**src/rtl/lcd_host_pkg.sv**
```systemverilog
package lcd_host_pkg;
  localparam int BYTE_W      = 8;
  localparam int SYNC_STAGES = 2;

  typedef struct packed {
    logic              cs1_n;
    logic              cs2;
    logic              a0;
    logic              rd_e;
    logic              wr_rw;
    logic [BYTE_W-1:0] d;
  } host_pins_t;
endpackage

```
**src/rtl/lcd_pin_sync.sv**
```systemverilog
module lcd_pin_sync #(
  parameter int W      = 1,
  parameter int STAGES = 2
) (
  input  logic         clk,
  input  logic         rst_n,
  input  logic [W-1:0] pin,
  output logic [W-1:0] q
);
  logic [W-1:0] st [STAGES];

  genvar i;
  generate
    for (i = 0; i < STAGES; i++) begin : g_stage
      if (i == 0) begin : g_first
        always_ff @(posedge clk or negedge rst_n)
          if (!rst_n) st[0] <= '0;
          else        st[0] <= pin;
      end else begin : g_next
        always_ff @(posedge clk or negedge rst_n)
          if (!rst_n) st[i] <= '0;
          else        st[i] <= st[i-1];
      end
    end
  endgenerate

  assign q = st[STAGES-1];
endmodule

```
**src/rtl/lcd_par_port.sv**
```systemverilog
module lcd_par_port
  import lcd_host_pkg::*;
(
  input  logic              clk,
  input  logic              rst_n,
  input  logic              sel,
  input  logic              mode68,
  input  logic              a0,
  input  logic              rde,
  input  logic              wrrw,
  input  logic [BYTE_W-1:0] d,
  input  logic              busy,
  input  logic [BYTE_W-1:0] rd_data,
  output logic              stb,
  output logic [BYTE_W-1:0] wbyte,
  output logic              wdata,
  output logic              oe,
  output logic [BYTE_W-1:0] dout
);
  logic              rde_q, wrrw_q;
  logic              stb_q, stb_n;
  logic [BYTE_W-1:0] byte_q, byte_n;
  logic              data_q, data_n;
  logic              oe_q, oe_n;
  logic [BYTE_W-1:0] dout_q, dout_n;
  logic              wr_edge, rd_act;

  always_comb begin
    wr_edge = mode68 ? (!rde && rde_q && !wrrw) : (wrrw && !wrrw_q);
    rd_act  = mode68 ? (rde && wrrw) : !rde;
    stb_n   = sel && wr_edge && !busy;
    byte_n  = byte_q;
    data_n  = data_q;
    if (stb_n) begin
      byte_n = d;
      data_n = a0;
    end
    oe_n   = sel && rd_act && !(a0 && busy);
    dout_n = a0 ? rd_data : {busy, {(BYTE_W-1){1'b0}}};
  end

  always_ff @(posedge clk or negedge rst_n) begin
    if (!rst_n) begin
      rde_q  <= 1'b0;
      wrrw_q <= 1'b0;
      stb_q  <= 1'b0;
      byte_q <= '0;
      data_q <= 1'b0;
      oe_q   <= 1'b0;
      dout_q <= '0;
    end else begin
      rde_q  <= rde;
      wrrw_q <= wrrw;
      stb_q  <= stb_n;
      byte_q <= byte_n;
      data_q <= data_n;
      oe_q   <= oe_n;
      if (oe_n) dout_q <= dout_n;
    end
  end

  assign stb   = stb_q;
  assign wbyte = byte_q;
  assign wdata = data_q;
  assign oe    = oe_q;
  assign dout  = dout_q;

  // a parallel strobe is a single-cycle pulse
  p_par_pulse_r11: assert property (@(posedge clk) disable iff (!rst_n)
    stb_q |=> !stb_q);
endmodule

```
**src/rtl/lcd_ser_port.sv**
```systemverilog
module lcd_ser_port
  import lcd_host_pkg::*;
(
  input  logic              clk,
  input  logic              rst_n,
  input  logic              en,
  input  logic              sel,
  input  logic              sclk,
  input  logic              sdin,
  input  logic              a0,
  input  logic              busy,
  input  logic              clr,
  output logic              stb,
  output logic [BYTE_W-1:0] wbyte,
  output logic              wdata
);
  localparam int CNT_W = $clog2(BYTE_W);
  localparam logic [CNT_W-1:0] LAST = CNT_W'(BYTE_W - 1);

  logic              sclk_q;
  logic [BYTE_W-2:0] sh_q, sh_n;
  logic [CNT_W-1:0]  cnt_q, cnt_n;
  logic              stb_q, stb_n;
  logic [BYTE_W-1:0] byte_q, byte_n;
  logic              data_q, data_n;
  logic              rise;

  always_comb begin
    rise   = sclk && !sclk_q;
    sh_n   = sh_q;
    cnt_n  = cnt_q;
    stb_n  = 1'b0;
    byte_n = byte_q;
    data_n = data_q;
    if (clr) begin
      sh_n  = '0;
      cnt_n = '0;
    end else if (!en || !sel) begin
      cnt_n = '0;
    end else if (rise) begin
      if (cnt_q == LAST) begin
        cnt_n = '0;
        if (!busy) begin
          stb_n  = 1'b1;
          byte_n = {sh_q, sdin};
          data_n = a0;
        end
      end else begin
        sh_n  = {sh_q[BYTE_W-3:0], sdin};
        cnt_n = cnt_q + 1'b1;
      end
    end
  end

  always_ff @(posedge clk or negedge rst_n) begin
    if (!rst_n) begin
      sclk_q <= 1'b0;
      sh_q   <= '0;
      cnt_q  <= '0;
      stb_q  <= 1'b0;
      byte_q <= '0;
      data_q <= 1'b0;
    end else begin
      sclk_q <= sclk;
      sh_q   <= sh_n;
      cnt_q  <= cnt_n;
      stb_q  <= stb_n;
      byte_q <= byte_n;
      data_q <= data_n;
    end
  end

  assign stb   = stb_q;
  assign wbyte = byte_q;
  assign wdata = data_q;

  // serial strobes are single-cycle pulses
  p_ser_pulse_r5: assert property (@(posedge clk) disable iff (!rst_n)
    stb_q |=> !stb_q);
endmodule

```
**src/rtl/lcd_host_if.sv**
```systemverilog
module lcd_host_if
  import lcd_host_pkg::*;
(
  input  logic              clk,
  input  logic              rst_n,
  input  logic              par_sel,
  input  logic              bus68_sel,
  input  logic              cs1_n,
  input  logic              cs2,
  input  logic              a0,
  input  logic              rd_e,
  input  logic              wr_rw,
  input  logic [BYTE_W-1:0] d_in,
  output logic [BYTE_W-1:0] d_out,
  output logic              d_oe,
  input  logic              core_busy,
  input  logic [BYTE_W-1:0] rd_data,
  input  logic              sif_clr,
  output logic              wr_stb,
  output logic [BYTE_W-1:0] wr_byte,
  output logic              wr_is_data
);
  host_pins_t        raw, syn;
  logic              sel_s;
  logic              p_stb, p_data, p_oe;
  logic [BYTE_W-1:0] p_byte, p_dout;
  logic              s_stb, s_data;
  logic [BYTE_W-1:0] s_byte;

  assign raw = '{cs1_n: cs1_n, cs2: cs2, a0: a0, rd_e: rd_e, wr_rw: wr_rw, d: d_in};

  lcd_pin_sync #(.W($bits(host_pins_t)), .STAGES(SYNC_STAGES)) u_sync (
    .clk(clk), .rst_n(rst_n), .pin(raw), .q(syn)
  );

  assign sel_s = !syn.cs1_n && syn.cs2;

  lcd_par_port u_par (
    .clk(clk), .rst_n(rst_n), .sel(sel_s), .mode68(bus68_sel), .a0(syn.a0),
    .rde(syn.rd_e), .wrrw(syn.wr_rw), .d(syn.d), .busy(core_busy),
    .rd_data(rd_data), .stb(p_stb), .wbyte(p_byte), .wdata(p_data),
    .oe(p_oe), .dout(p_dout)
  );

  lcd_ser_port u_ser (
    .clk(clk), .rst_n(rst_n), .en(!par_sel), .sel(sel_s),
    .sclk(syn.d[BYTE_W-2]), .sdin(syn.d[BYTE_W-1]), .a0(syn.a0),
    .busy(core_busy), .clr(sif_clr), .stb(s_stb), .wbyte(s_byte),
    .wdata(s_data)
  );

  assign wr_stb     = par_sel ? p_stb  : s_stb;
  assign wr_byte    = par_sel ? p_byte : s_byte;
  assign wr_is_data = par_sel ? p_data : s_data;
  assign d_oe       = par_sel && p_oe;
  assign d_out      = p_dout;

  // serial operation never drives the bus
  p_serial_quiet_r10: assert property (@(posedge clk) disable iff (!rst_n)
    !par_sel |-> !d_oe);

  // no byte leaves the block in the cycle after the core was busy
  p_busy_blocks_r9: assert property (@(posedge clk) disable iff (!rst_n)
    wr_stb |-> !$past(core_busy));

  // the bus is only driven when the synchronized select was active
  p_oe_selected_r1: assert property (@(posedge clk) disable iff (!rst_n)
    d_oe |-> $past(sel_s));
endmodule

```
**config.mk**
```make
export PLATFORM = sky130hd
export DESIGN_NAME = lcd_host_if
export DESIGN_NICKNAME = d
export VERILOG_FILES = /design/src/rtl/lcd_host_pkg.sv /design/src/rtl/lcd_pin_sync.sv /design/src/rtl/lcd_par_port.sv /design/src/rtl/lcd_ser_port.sv /design/src/rtl/lcd_host_if.sv
export SDC_FILE = /design/constraint.sdc
export NUM_CORES = 1
export LEC_CHECK = 0
export CORE_ASPECT_RATIO = 0.5
export CORE_MARGIN = 2
export CORE_UTILIZATION = 46
export DETAILED_ROUTE_END_ITERATION = 10
export HOLD_SLACK_MARGIN = 0.03
export PLACE_DENSITY = 0.72
export SKIP_CTS_REPAIR_TIMING = 1
export SLEW_MARGIN = 0
export SYNTH_ARGS = -nofsm -noshare
export SYNTH_HDL_FRONTEND = slang
export SYNTH_SLANG_ARGS = --single-unit
```
**constraint.sdc**
```tcl
create_clock -name clk -period 2 [get_ports clk]
set_clock_uncertainty 0.15 [all_clocks]
set_input_delay 0.2 -clock clk [delete_from_list [all_inputs] [get_ports clk]]
set_output_delay 0.2 -clock clk [all_outputs]
set_load 0.005 [all_outputs]
```
# Yosys cells after proc, flatten, opt, wreduce, memory -nomap -nowiden
# Cells that the tools add are included.
# totals
regBits	68
latch_bits	0
ram_bits	0
mem_bits_ro	0
input_bits	27
output_inout_bits	19
word_cells	66
memories	0
# op_classes
add_sub_neg	1
mul	0
n_div	0
magnitude_cmp	0
eq_ne	3
shifts	0
mux	19
n_bitwise	3
reduce_logical	25
# ops
op	n
7-bit two-way mux	4
8-bit two-way mux	2
1-bit logical AND	12
3-bit two-way mux	4
1-bit two-way mux	9
1-bit logical NOT	8
5-bit AND reduction	1
2-bit inequality test, second input constant	2
3-bit by 1-bit adder with 3-bit output, second input constant	1
3-bit == test, second input constant	1
1-bit inverter	3
3-bit AND reduction	1
3-bit nonzero test	1
2-bit nonzero test	1
1-bit logical OR	1

# Depth between registers and ports, before layout
# Gate-level depths: netlist of run 1.
# depth
depth_word	6
depth_mapped	6
mapped_depth_nobuf	5

# By module
# From an unflattened synthesis of run 1, not the netlist that was laid out.
# unflattened
hier_cells	171
area_unflattened_um2	2687.6
# by_module_without_submodules
module	n_inst	cells_each	area_each_um2	seq_area_each_um2
lcd_par_port	1	64	888.4	525.5
lcd_ser_port	1	54	879.6	525.5
lcd_pin_sync	1	39	748.2	650.6
lcd_host_if	1	14	171.4	0.0

# Worst setup path after synthesis of run 1
# No wires, ideal clock.
# synth_path
kind	flip-flop to flip-flop
from	reg u_sync.st, in the netlist u_sync.q[12]
to	reg u_ser.byte_q[0], in the netlist u_ser.wbyte[0]
setup_time_ns	0.125
arrival_ns	1.800
required_time_ns	1.725
setup_slack_ns	-0.075
stages_incl_launch_ff	5
n_path_buf	1
period_less_slack_ns	2.075
cell_sequence	dfrtp_1 -> or4b_4 -> or4_4 -> buf_6 -> mux2_4
# synth_between
elab_chain_cells	6
# synth_lines
element	line	source
start, declared	lcd_pin_sync.sv:10	logic [W-1:0] st [STAGES];
start signal, assigned by index	lcd_pin_sync.sv:22	else st[i] <= st[i-1];
1-bit logical NOT	lcd_host_if.sv:36	assign sel_s = !syn.cs1_n && syn.cs2;
1-bit logical AND	lcd_host_if.sv:36	
1-bit logical NOT	lcd_ser_port.sv:38	end else if (!en || !sel) begin
1-bit logical OR	lcd_ser_port.sv:38	
1-bit inverter (no line)	n/a	
5-bit AND reduction (no line)	n/a	
end signal, assigned	lcd_ser_port.sv:68	byte_q <= byte_n;
end, declared	lcd_ser_port.sv:24	logic [BYTE_W-1:0] byte_q, byte_n;
# Every way passes these cells.
# A chain may end at the register's enable or synchronous reset.

# Worst setup path after layout of run 1
# layout_path
from	reg u_sync.st, in the netlist u_sync.q[12]
to	reg u_ser.byte_q[5], in the netlist u_ser.wbyte[5]
# Same word-level chain as after synthesis.

==> results of run 1 <==
-- synthesized netlist by cell type, drive strengths merged --
| library cell | n |
|---|---|
| dfrtp | 68 |
| mux2 | 30 |
| inv | 10 |
| mux2i | 10 |
| nand3 | 8 |
| a21oi | 7 |
| nand2 | 7 |
| o21ai | 7 |
| buf | 4 |
| nor2 | 3 |
| or3b | 3 |
| clkbuf | 2 |
| ha | 2 |
| nand2b | 2 |
| nor3b | 2 |
| a211o | 1 |
| a221oi | 1 |
| and2 | 1 |
| or2 | 1 |
| or4 | 1 |
| or4b | 1 |
| or4bb | 1 |
-- kinds of logic (layout without fill, tap and decap cells) --
kind of cell,count (synthesis),after routing,synth area share (%)
mux,40,40,18.6
fa+ha+maj,2,2,0.984
flops,68,68,66.9
simple gates,30,31,7.09
buf+inv,16,86,3.00
compound gates,16,16,3.44
-- cell type report --
class                      instances  area, µm²  area share (%)
clock buffer                      12        165            4.83
clock inverter                     4       70.1            2.05
inverter                          10       37.5            1.10
multi-input combinational         89        777            22.7
sequential                        68       1700            49.8
tap                               73       91.3            2.67
timing repair buffer              60        577            16.9
-- worst paths after layout --
check	startpoint	to	slack (ns)	cells after the start
worst max register to register	u_sync.q[12]	u_ser.wbyte[5]	-0.08	3
worst min-delay path	d_in[0]	u_sync.st[13]	0.15	1
worst min register to register	u_sync.st[16]	u_sync.q[3]	0.20	0
max in group asynchronous	rst_n	u_par.wbyte[6]	0.81	3
min in group asynchronous	rst_n	u_sync.st[13]	0.27	2
worst max-delay path	u_sync.q[12]	u_ser.wbyte[5]	-0.08	3
-- power by group through the flow --
stage	Combinational, mW	Sequential [mW]	Clock [mW]
2_1_floorplan	0.135	1.55	0
3_5_place_dp	0.380	1.56	0
4_1_cts	0.382	1.54	1.32
3_3_place_gp	0.370	1.56	0
6_report	0.379	1.54	1.28
5_1_grt	0.414	1.55	1.38
-- registers in the layout (all words and copies together) (netlist names) --
| name | count |
|---|---|
| u_par.oe | 1 |
| u_par.wdata | 1 |
| u_par.rde_q | 1 |
| u_par.wbyte | 8 |
| u_par.stb | 1 |
| u_sync.st | 13 |
| u_ser.sclk_q | 1 |
| u_par.dout | 8 |
| u_ser.sh_q | 7 |
| u_par.wrrw_q | 1 |
| u_ser.cnt_q | 3 |
| u_ser.wdata | 1 |
| u_ser.stb | 1 |
| u_sync.q | 13 |
| u_ser.wbyte | 8 |
-- per-layer routing --
| layer | vias up | share of wire (%) |
|---|---|---|
| li1 | 724 | - |
| met1 | 775 | 44 |
| met2 | 47 | 49 |
| met3 | 8 | 6.3 |
| met4 | 0 | 1.4 |
| met5 | - | 0 |
-- stage by stage --
stage	cell area (µm²)	hold slack, ns	instances	power [mW]
after floorplan	2540	-0.246	172	1.69
after global placement	3150	0.0944	297	1.93
after detailed placement	3150	0.109	297	1.94
after CTS	3390	-0.262	313	3.24
after global routing	3420	0.123	316	3.35
final	3420	0.148	316	3.20
==> results.tsv, run 1 <==
stage	metric	value	unit
floorplanning	core_area	0.00540	mm²
global_route	antenna_found_initial	0	
sta	slew_headroom	57.8	%
final_layout	layout_common_cells	dfrtp_1, clkdlybuf4s50_1, mux2_2	
placed_design	gp_congestion	0.769	
power	power_frac_seq	48.1	%
power	leakagePower	1.59	nW
synthesis	synth.area.top_cells	dfrtp_1, mux2_2, mux2_4, mux2i_1, nand3_1	
placed_design	portBuffers	45	
synthesis	ys_ff_latch	68	
clock_network	clkTransAtPathRegs	0.07	ns
critical_path	cp.required	2.07	ns
sta	setup_violations	9	
clock_network	cts_buffer_depth	2	
global_route	grt_max_degree	42	
clock_network	cts_max_level	3	
global_route	met3_usage	5.81	%
clock_network	cts_made_buffers	9	
sta	worst_pin_slew	0.633	ns
detailed_routing	viasPerCell	4.92	
detailed_routing	ant_nets	0	
detailed_routing	via_count	1554	
detailed_routing	drt_first_pass_iters	4	
clock_network	cts_sinks	68	
critical_path	critical_path.slowest_cell	or4_4	
detailed_routing	detail_route.wl_per_cell	14.5	µm
flow_run	cap_viol_max_count	0	
sta	fin_ws	-0.0778	ns
global_route	grt_pass1_wl	7460	µm
final_layout	utilization	63.4	%
floorplanning	ios	46	
clock_network	cts-root-buf	clkbuf_8	
global_route	overflow	0	
final_layout	area_growth	34.5	%
power	combPwrFrac	11.8	%
critical_path	path_buf_inv	0	
final_layout	mostFrequentLayoutCell	dfrtp_1	
clock_network	clock_latency	0.33	ns
critical_path	path_max_fanout	5	
synthesis	synth.top_cell.area_share	66.9	%
worst_hold_path	min_path_type	input pin to flip-flop	
synthesis	synth_area	0.00254	mm²
critical_path	crit_path_start_kind	flip-flop	
synthesis	syn_area_per_cell	14.8	µm²
sta	slew_violations	0	
global_route	grtUsageMet2	25.9	%
clock_network	cts_tree	built	
final_layout	antennaDiodeCount	0	
sta	max_freq	481	MHz
floorplanning	die_x	109	µm
power	p_clk_share	40.0	%
floorplanning	rows	19	
detailed_routing	drc	0	
critical_path	cp_top_family	simple AND/OR/NAND/NOR gates	
placed_design	dp_hpwl	2980	µm
global_route	grt_use_met1	20.8	%
placed_design	pre_cts_ws	-0.424	ns
critical_path	cp_slowest_stage_delay	0.61	ns
synthesis	synth_nets	201	
final_layout	drive_above_1_share	28.4	%
critical_path	cp_cell_sequence	or4b_4 > or4_4 > mux2_4	
final_layout	fillCellCount	407	
run_status	status	finished with violations	
sta	hold_viol_final	0	
run_status	violations	setup timing	
critical_path	critPathArrivalTime	2.15	ns
power	p_switching	0.662	mW
synthesis	ys_warn_count	0	
synthesis	syn_inst	172	
floorplanning	start_util	47.1	%
synthesis	ys_seq_area_share	66.9	%
sta	timing.final.crit_period	2.08	ns
power	vdd.ir_drop.worst	0.000485	V
global_route	track_usage	16.8	%
synthesis	synth.largest_area_cell	dfrtp_1	
critical_path	critPathKind	flip-flop to flip-flop	
final_layout	finalNetCount	267	
power	internal-power	2.53	mW
detailed_routing	drt-total-wl	4590	µm
global_route	grt_pass1_vias	1610	
floorplanning	die-area	0.00617	mm²
sta	min_period_over_period	104	%
sta	rsz0062_at_grt	yes	
detailed_routing	drt-initial-drc-count	55	
sta	setup_tns	-0.501	ns
floorplanning	die_h	56.6	µm
power	switching_share	20.7	%
synthesis	synth.distinct_cells	25	
critical_path	worst_setup_path_end_kind	flip-flop	
power	p_per_area	935	mW/mm²
global_route	grt_busiest_layer	met2	
Note: power is estimated with default switching activity, not from simulation.
==> run 2, diff against run 1 <==
--- a/config.mk
+++ b/config.mk
@@ -5,12 +5,14 @@
 export SDC_FILE = /design/constraint.sdc
 export NUM_CORES = 1
 export LEC_CHECK = 0
+export ABC_CLOCK_PERIOD_IN_PS = 2000
 export CORE_ASPECT_RATIO = 0.5
 export CORE_MARGIN = 2
-export CORE_UTILIZATION = 46
+export CORE_UTILIZATION = 43
 export DETAILED_ROUTE_END_ITERATION = 10
+export GPL_ROUTABILITY_DRIVEN = 1
 export HOLD_SLACK_MARGIN = 0.03
-export PLACE_DENSITY = 0.72
+export PLACE_DENSITY = 0.68
 export SKIP_CTS_REPAIR_TIMING = 1
 export SLEW_MARGIN = 0
 export SYNTH_ARGS = -nofsm -noshare
==> results.tsv, run 2 (synthesized netlist as in run 1, its figures left out) <==
stage	metric	value	unit	change
detailed_routing	drt_first_pass_iters	4		unchanged
sta	slew_headroom	77.8	%	+20 points
critical_path	cp_top_family	simple AND/OR/NAND/NOR gates		
final_layout	antennaDiodeCount	0		unchanged
placed_design	gp_congestion	0.724		-5.8%
placed_design	pre_cts_ws	-0.425	ns	-0.00145 ns
critical_path	path_max_fanout	5		unchanged
floorplanning	die_h	58.4	µm	+3.2%
sta	whs	0.167	ns	+0.0184 ns
critical_path	critPathKind	flip-flop to flip-flop		
critical_path	cp.required	2.05	ns	-0.02 ns
final_layout	mostFrequentLayoutCell	dfrtp_1		
run_status	violations	setup timing		
power	internal-power	2.86	mW	+13%
sta	timing.final.crit_period	2.10	ns	+0.0182 ns
power	p_clk_share	46.0	%	+6.0 points
detailed_routing	drt-initial-drc-count	42		-24%
final_layout	multi_input_area	777	µm²	unchanged
critical_path	path_buf_inv	0		unchanged
detailed_routing	via_count	1550		-0.26%
flow_run	cap_viol_max_count	0		unchanged
final_layout	layout_common_cells	dfrtp_1, clkdlybuf4s50_1, mux2_2		
global_route	antenna_found_initial	0		unchanged
clock_network	cts_max_level	3		unchanged
detailed_routing	viasPerCell	4.87		-0.88%
clock_network	cts_sinks	68		unchanged
critical_path	cp_slowest_stage_delay	0.61	ns	about the same
global_route	grt_pass1_vias	1669		+3.7%
power	fin_total_pwr	3.56	mW	+11%
sta	max_freq	477	MHz	-0.87%
final_layout	fillCellCount	413		+1.5%
critical_path	r2r_slack	-0.1	ns	-0.02 ns
sta	slew_violations	0		unchanged
sta	hold_viol_final	0		unchanged
floorplanning	die_x	113	µm	+3.3%
clock_network	clkTransAtPathRegs	0.05	ns	-0.02 ns
detailed_routing	ant_nets	0		unchanged
run_status	status	finished with violations		
power	leakagePower	1.64	nW	+3.0%
sta	min_period_over_period	105	%	+0.91 points
final_layout	regArea	0.00170	mm²	unchanged
worst_hold_path	min_path_type	input pin to asynchronous set/reset pin		
power	combPwrFrac	10.7	%	-1.1 points
sta	worst_pin_slew	0.333	ns	-0.300 ns
power	p_per_area	1010	mW/mm²	+8.4%
placed_design	dpl_cell_area	0.00316	mm²	+0.24%
final_layout	drive_above_1_share	28.6	%	+0.18 points
final_layout	finalNetCount	269		+0.75%
clock_network	clock_latency	0.32	ns	about the same
floorplanning	die-area	0.00658	mm²	+6.6%
sta	setup_violations	9		unchanged
clock_network	cts_tree	built		
placed_design	dp_hpwl	3080	µm	+3.5%
power	p_switching	0.707	mW	+6.8%
global_route	grt_max_degree	40		-4.8%
detailed_routing	detail_route.wl_per_cell	14.5	µm	-0.33%
sta	setup_tns	-0.763	ns	-0.262 ns
floorplanning	rows	19		unchanged
final_layout	final_area	0.00352	mm²	+2.9%
critical_path	worst_setup_path_end_kind	flip-flop		
critical_path	critPathArrivalTime	2.15	ns	about the same
sta	rsz0062_at_grt	yes		
clock_network	cts_buffer_depth	2		unchanged
power	switching_share	19.8	%	-0.87 points
detailed_routing	drt-total-wl	4600	µm	+0.31%
global_route	overflow	0		unchanged
floorplanning	ios	46		unchanged
detailed_routing	drc	0		unchanged
floorplanning	core_area	0.00559	mm²	+3.5%
global_route	grt_pass1_wl	7710	µm	+3.4%
power	power_frac_seq	43.2	%	-4.9 points
critical_path	crit_path_start_kind	flip-flop		
power	vdd.ir_drop.worst	0.000579	V	+19%
critical_path	critical_path.slowest_cell	or4_4		
sta	fin_ws	-0.0961	ns	-0.0182 ns
final_layout	area_growth	38.3	%	
clock_network	cts-root-buf	clkbuf_16		
critical_path	cp_cell_sequence	or4b_4 > or4_4 > mux2_4		
global_route	track_usage	15.6	%	-1.2 points
clock_network	cts_made_buffers	9		unchanged
floorplanning	start_util	45.5	%	-1.6 points
placed_design	portBuffers	45		unchanged
[run 2: final timing paths]
path / startpoint / to / depth (start not counted)
setup / recovery: u_sync.q[12] / u_ser.wbyte[2] / 3
hold / removal: rst_n / u_sync.q[12] / 2
setup reg to reg: u_sync.q[12] / u_ser.wbyte[2] / 3
hold reg to reg: u_sync.st[13] / u_sync.q[0] / 0
max in group asynchronous: rst_n / u_sync.st[21] / 3
min in group clk: d_in[7] / u_sync.st[20] / 1
[run 2: layer usage]
layer  up-vias  track usage, %  share of wire (%)
li1        732               -                  -
met1       775            20.1                 47
met2        38            24.1                 47
met3         5            5.15                4.7
met4         0            8.19                1.3
met5         -               0                  0
[run 2: final cells by class]
type	instances	share of cell area, %
Clock buffer	11	6.90
Timing Repair Buffer	62	16.8
Sequential cell	68	48.4
Inverter	10	1.07
Multi-Input combinational cell	89	22.1
Clock inverter	5	2.13
Tap cell	73	2.60
[run 2: worst reg2reg max path: stages, from the launching register on]
cell	delay, ns
dfrtp_1	0.38
or4b_4	0.51
or4_4	0.61
mux2_4	0.33
[run 2: power groups by stage]
stage	Sequential, mW	Clock (mW)	Combinational [mW]
global route	1.56	1.74	0.420
floorplan	1.55	0	0.135
CTS	1.54	1.67	0.386
finish	1.54	1.64	0.382
detailed placement	1.56	0	0.383
global placement	1.56	0	0.372
[run 2: metrics by stage]
step                utilization (%)  std cells
detailed placement             56.5        298
global route                   63.0        318
floorplan                         -        172
CTS                            62.2        314
finish                         63.0        318
global placement               56.5        298
